--- config.mk ---
export PLATFORM = sky130hd
export DESIGN_NAME = signed_nibble_display
export DESIGN_NICKNAME = d
export VERILOG_FILES = /design/src/rtl/snd_pkg.sv /design/src/rtl/snd_abs_unit.sv /design/src/rtl/snd_glyph_enc.sv /design/src/rtl/snd_sign_drv.sv /design/src/rtl/signed_nibble_display.sv
export SDC_FILE = /design/constraint.sdc
export NUM_CORES = 1
export LEC_CHECK = 0
export ABC_AREA = 1
export ABC_CLOCK_PERIOD_IN_PS = 2000
export CAP_MARGIN = 20
export CORE_AREA = 2 2 39 41
export DETAILED_ROUTE_END_ITERATION = 7
export DIE_AREA = 0 0 41 43
export DONT_BUFFER_PORTS = 1
export MAX_ROUTING_LAYER = met4
export PLACE_DENSITY_LB_ADDON = 0.2
export SYNTH_ARGS = -nofsm -noshare
export SYNTH_HDL_FRONTEND = slang
export SYNTH_HIERARCHICAL = 1
export SYNTH_SLANG_ARGS = --single-unit
export TNS_END_PERCENT = 50
--- constraint.sdc ---
create_clock -name vclk -period 2
set_clock_uncertainty 0.15 [all_clocks]
set_input_delay 0.1 -clock vclk [all_inputs]
set_output_delay 0.1 -clock vclk [all_outputs]
set_load 0.05 [all_outputs]
--- src/rtl/snd_pkg.sv ---
package snd_pkg;
  localparam int unsigned NIB_W = 4;
  localparam int unsigned SEG_N = 7;
  localparam int unsigned SEG_G = 6;

  typedef logic [NIB_W-1:0] nib_t;
  typedef logic [SEG_N-1:0] seg_t;

  localparam seg_t SEG_DARK  = '0;
  localparam seg_t SEG_MINUS = seg_t'(1) << SEG_G;
endpackage

--- src/rtl/snd_abs_unit.sv ---
module snd_abs_unit
  import snd_pkg::*;
(
  input  nib_t value_i,
  output logic neg_o,
  output nib_t abs_o
);
  always_comb begin
    neg_o = value_i[NIB_W-1];
    if (neg_o) abs_o = nib_t'(~value_i) + nib_t'(1);
    else       abs_o = value_i;
  end
endmodule

--- src/rtl/snd_glyph_enc.sv ---
module snd_glyph_enc
  import snd_pkg::*;
(
  input  nib_t digit_i,
  output seg_t seg_o
);
  always_comb begin
    unique case (digit_i)
      4'd0:    seg_o = 7'h3F;
      4'd1:    seg_o = 7'h06;
      4'd2:    seg_o = 7'h5B;
      4'd3:    seg_o = 7'h4F;
      4'd4:    seg_o = 7'h66;
      4'd5:    seg_o = 7'h6D;
      4'd6:    seg_o = 7'h7D;
      4'd7:    seg_o = 7'h07;
      4'd8:    seg_o = 7'h7F;
      4'd9:    seg_o = 7'h6F;
      default: seg_o = SEG_DARK;
    endcase
  end
endmodule

--- src/rtl/snd_sign_drv.sv ---
module snd_sign_drv
  import snd_pkg::*;
(
  input  logic neg_i,
  output seg_t seg_o
);
  always_comb begin
    seg_o = neg_i ? SEG_MINUS : SEG_DARK;
  end
endmodule

--- src/rtl/signed_nibble_display.sv ---
module signed_nibble_display
  import snd_pkg::*;
(
  input  logic [3:0] data_in,
  output logic [6:0] sign_seg,
  output logic [6:0] mag_seg
);
  logic neg_w;
  nib_t abs_w;

  snd_abs_unit u_abs (
    .value_i (data_in),
    .neg_o   (neg_w),
    .abs_o   (abs_w)
  );

  snd_glyph_enc u_glyph (
    .digit_i (abs_w),
    .seg_o   (mag_seg)
  );

  snd_sign_drv u_sign (
    .neg_i (neg_w),
    .seg_o (sign_seg)
  );
endmodule

# == Yosys cells after proc, flatten, opt, wreduce, memory -nomap -nowiden ==
# Memories as Yosys holds them, arrays and structs flattened.
# Index checks and enable logic that the tools add are counted.
# op_classes
n_addsub,1
mux,2
bitwise,1
# ops
operator,n
$mux W7,1
$add A4 B1 Y4 const B,1
$mux W4,1
$not A4 Y4,1
# word_totals
ff_bits,0
mem_bits_ro,112
in_bits,4
output_inout_bits,14
word_cells,5
n_memories,1
# mem_list
name,depth,word_bits,rd,rd_clocked_by_memory_dff,wr,line_no,rtl
(name not given),16,7,1,0,0,snd_glyph_enc.sv:8,unique case (digit_i)

# == Depth between registers and ports, before layout ==
# An unclocked memory read counts as a cell.
# depth
depth_word,4
ltp_mapped,12
depth_no_buf,12

# == Cells and area by module ==
# The synthesis kept the hierarchy.
# by_module_without_submodules
mod,n_inst,cells_per_inst,area_each_um2
snd_glyph_enc,1,39,210.2
snd_abs_unit,1,16,85.1
snd_sign_drv,1,8,56.3

# == Worst setup path before layout ==
# OpenSTA, ideal clock, no wires.
# synth_path
kind,input port to output port
start,input data_in[1]
end,output mag_seg[3]
arrival_ps,1541
required_ps,1750
setup_slack_ps,209
path_stages,10
path_buffers,0
path_cell_list,inv_1 -> ha_1 -> nand2_1 -> o21ai_0 -> inv_1 -> ha_1 -> nand2_1 -> nand2_1 -> nand2_1 -> nand2_1
# synth_between
elab_chain_cells,4
# synth_lines
element,line_no,rtl
"start, declared",signed_nibble_display.sv:4,"input logic [3:0] data_in,"
$not A4 Y4,snd_abs_unit.sv:10,if (neg_o) abs_o = nib_t'(~value_i) + nib_t'(1);
$add A4 B1 Y4,snd_abs_unit.sv:10,
$mux W4 (*),snd_abs_unit.sv:10,
net abs_w[1],signed_nibble_display.sv:9,nib_t abs_w;
$mem_v2 Z16 W7 (*),--,
"end, declared",signed_nibble_display.sv:6,output logic [6:0] mag_seg
# The timed path passes the listed nets; every way through them passes the cells marked *.

# == Worst setup path after layout ==
# Ends and elaborated chain as after synthesis.

==> flow_summary_export.csv <==
group,metric,value,unit
logic_synthesis,yosysTopAreaCellShare,0.299,
placed_design,gp_congestion,0.666,
final_layout,final_layout_size_suffix_gt1_frac,0.185,
worst_setup_path,path_cells,"inv_1 > ha_1 > nand2_1 > o21ai_0 > inv_1 > ha_1 > nand2_1 > nand2_1 > nand2_1 > nand2_1 > buf_12",
worst_setup_path,path_depth,11,
placed_design,io_buffer_count,0,
clock_network,hold_buffers,0,
global_routing,grt_pass1_vias,275,
floorplanning,die-area,1760,µm²
sta,tns,0,ps
placed_design,placed_cells,81,
logic_synthesis,synthXorXnorAreaFrac,0,
sta,finalHoldViolCount,0,
sta,finalSetupViolations,0,
logic_synthesis,synthTopCellsByArea,"nand2_1 30%, ha_1 25%, buf_4 19%, inv_1 11%, nand2_2 3.6%",
worst_setup_path,crit_end,"mag_seg[3]",
logic_synthesis,synth_fa_ha_area_frac,0.249,
power,vdd_drop_max,190,µV
sta,max_freq,621,MHz
final_layout,register_area,0,µm²
sta,fin_crit_sh,0.806,
logic_synthesis,ys_warn_count,6,
logic_synthesis,synth_cells,63,
logic_synthesis,synth_area,352,µm²
final_layout,clockBufferCount,0,
worst_setup_path,crit_top_cell,"nand2_1",
worst_setup_path,critPathArrivalTime,1360,ps
sta,rsz0062_at_grt,"no",
clock_network,cts_setup_buffers,0,
final_layout,nFillCells,175,
power,power-per-cell-area,486,nW/µm²
worst_setup_path,path_buf_inv,3,
sta,finalCriticalPeriod,1610,ps
worst_setup_path,cpLargestDelayFamily,"adder cells",
worst_hold_path,hold_class,"primary input to output pin",
global_routing,antenna_found_initial,0,
sta,holdWs,51.3,ps
logic_synthesis,synth_compound_area_frac,0.0142,
clock_network,ctsResizeCount,0,
final_layout,layout.cells.non_filler,81,
final_layout,insertedDiodeCount,0,
job,max_cap_viol_count,0,
drt,vias,318,
logic_synthesis,avgSynthCellArea,5.58,µm²
run_status,status,"complete, no violations",
floorplanning,io_pins,18,
drt,drtIter0Drc,0,
worst_setup_path,worstSetupStartpoint,"data_in[1]",
worst_setup_path,end_kind,"output pin",
floorplanning,fp.dieH,43,µm
drt,drtAntennaViolNets,0,
logic_synthesis,ys_types,11,
global_routing,grt_first_pass_wirelength,1010,µm
global_routing,grt_max_degree,8,
logic_synthesis,synth_top_family_by_area,"simple AND/OR/NAND/NOR gates",
placed_design,dp_slack,372,ps
final_layout,final_core_util,0.275,
floorplanning,die_w,41,µm
worst_setup_path,crit_fanout,4,
worst_setup_path,crit_required,1750,ps
final_layout,final_common_cell,"nand2_1",
logic_synthesis,synthMuxAreaShare,0,
floorplanning,start_util,0.254,
logic_synthesis,synth_simple_gate_area_share,0.406,
logic_synthesis,ys_seq_area_frac,0,
final_layout,seq_cells,0,
floorplanning,num_rows,14,
drt,wl,534,µm
logic_synthesis,synth_top_area_cell,"nand2_1",
power,leakagePower,0.263,nW
drt,vias_per_cell,3.93,
final_layout,syn2layout_area_growth,8.19,%
placed_design,post-dp-hpwl,501,µm
global_routing,grtUsageTotal,0.0768,
drt,drt_pre_antenna_iters,1,
worst_setup_path,crit_path_top_delay_cell,"ha_1",
final_layout,final_cell_mix,"28 x nand2_1, 10 x inv_1, 7 x ha_1, 6 x conb_1, 5 x buf_4",
worst_setup_path,cpPeakStageDelay,300,ps
drt,routedWlPerCell,6.59,µm
drt,drc,0,
worst_setup_path,critical_path_class,"primary input to output pin",
sta,worst_slack,389,ps
sta,drv_slew,0,
worst_setup_path,critPathLaunchType,"primary input",
final_layout,nets,78,
global_routing,grt_overflow,0,
floorplanning,core,1380,µm²
==> stage by stage <==
stage | total power, W | area [µm²]
6_report | 0.000185 | 380
3_5_place_dp | 0.000187 | 380
5_1_grt | 0.000202 | 380
2_1_floorplan | 0.000160 | 370
4_1_cts | 0.000188 | 380
3_3_place_gp | 0.000187 | 380
==> layout make-up <==
| class | count | area (µm²) | area share |
|---|---|---|---|
| inverter | 12 | 45.0 | 0.118 |
| multi-input combinational | 47 | 258 | 0.678 |
| tap | 16 | 20.0 | 0.0526 |
| timing repair buffer | 6 | 57.6 | 0.151 |
==> cell usage after synthesis <==
cell type and instances:
nand3_1 1, ha_1 7, nand2_2 2, nand2_1 28, inv_2 2, o21ai_0 1, inv_1 10, buf_4 9
nor3_2 1, conb_1 1, nand3_2 1
==> metal layers <==
metal,part of all wire,up-vias,GRT usage,routed length [µm]
li1,-,171,-,-
met2,0.54,7,0.128,286
met1,0.42,140,0.104,224
met4,0,0,0,0
met5,0,-,-,0
met3,0.041,0,0.00524,22
==> cells by family after synthesis <==
group | count (synthesis)
simple gates | 33
fa+ha+maj | 7
other cells | 1
buf+inv | 21
compound gates | 1
==> report_power, final <==
group	total [W]	leakage, nW	switching (W)	internal [W]
sequential	0	0	0	0
clock	0	0	0	0
combinational	0.000185	0.263	0.000135	0.0000497
total	0.000185	0.263	0.000135	0.0000497
==> worst min path at each step <==
stage | start | endpoint | slack [ps] | cells past startpoint
finish | data_in[3] | sign_seg[6] | 50 | 0
global route | data_in[3] | sign_seg[6] | 50 | 0
CTS | data_in[3] | sign_seg[6] | 50 | 0
detailed placement | data_in[3] | sign_seg[6] | 50 | 0
global placement | data_in[3] | sign_seg[6] | 50 | 0
floorplan | data_in[3] | sign_seg[6] | 300 | 2
No activity file was read; power rests on OpenSTA's default activity.
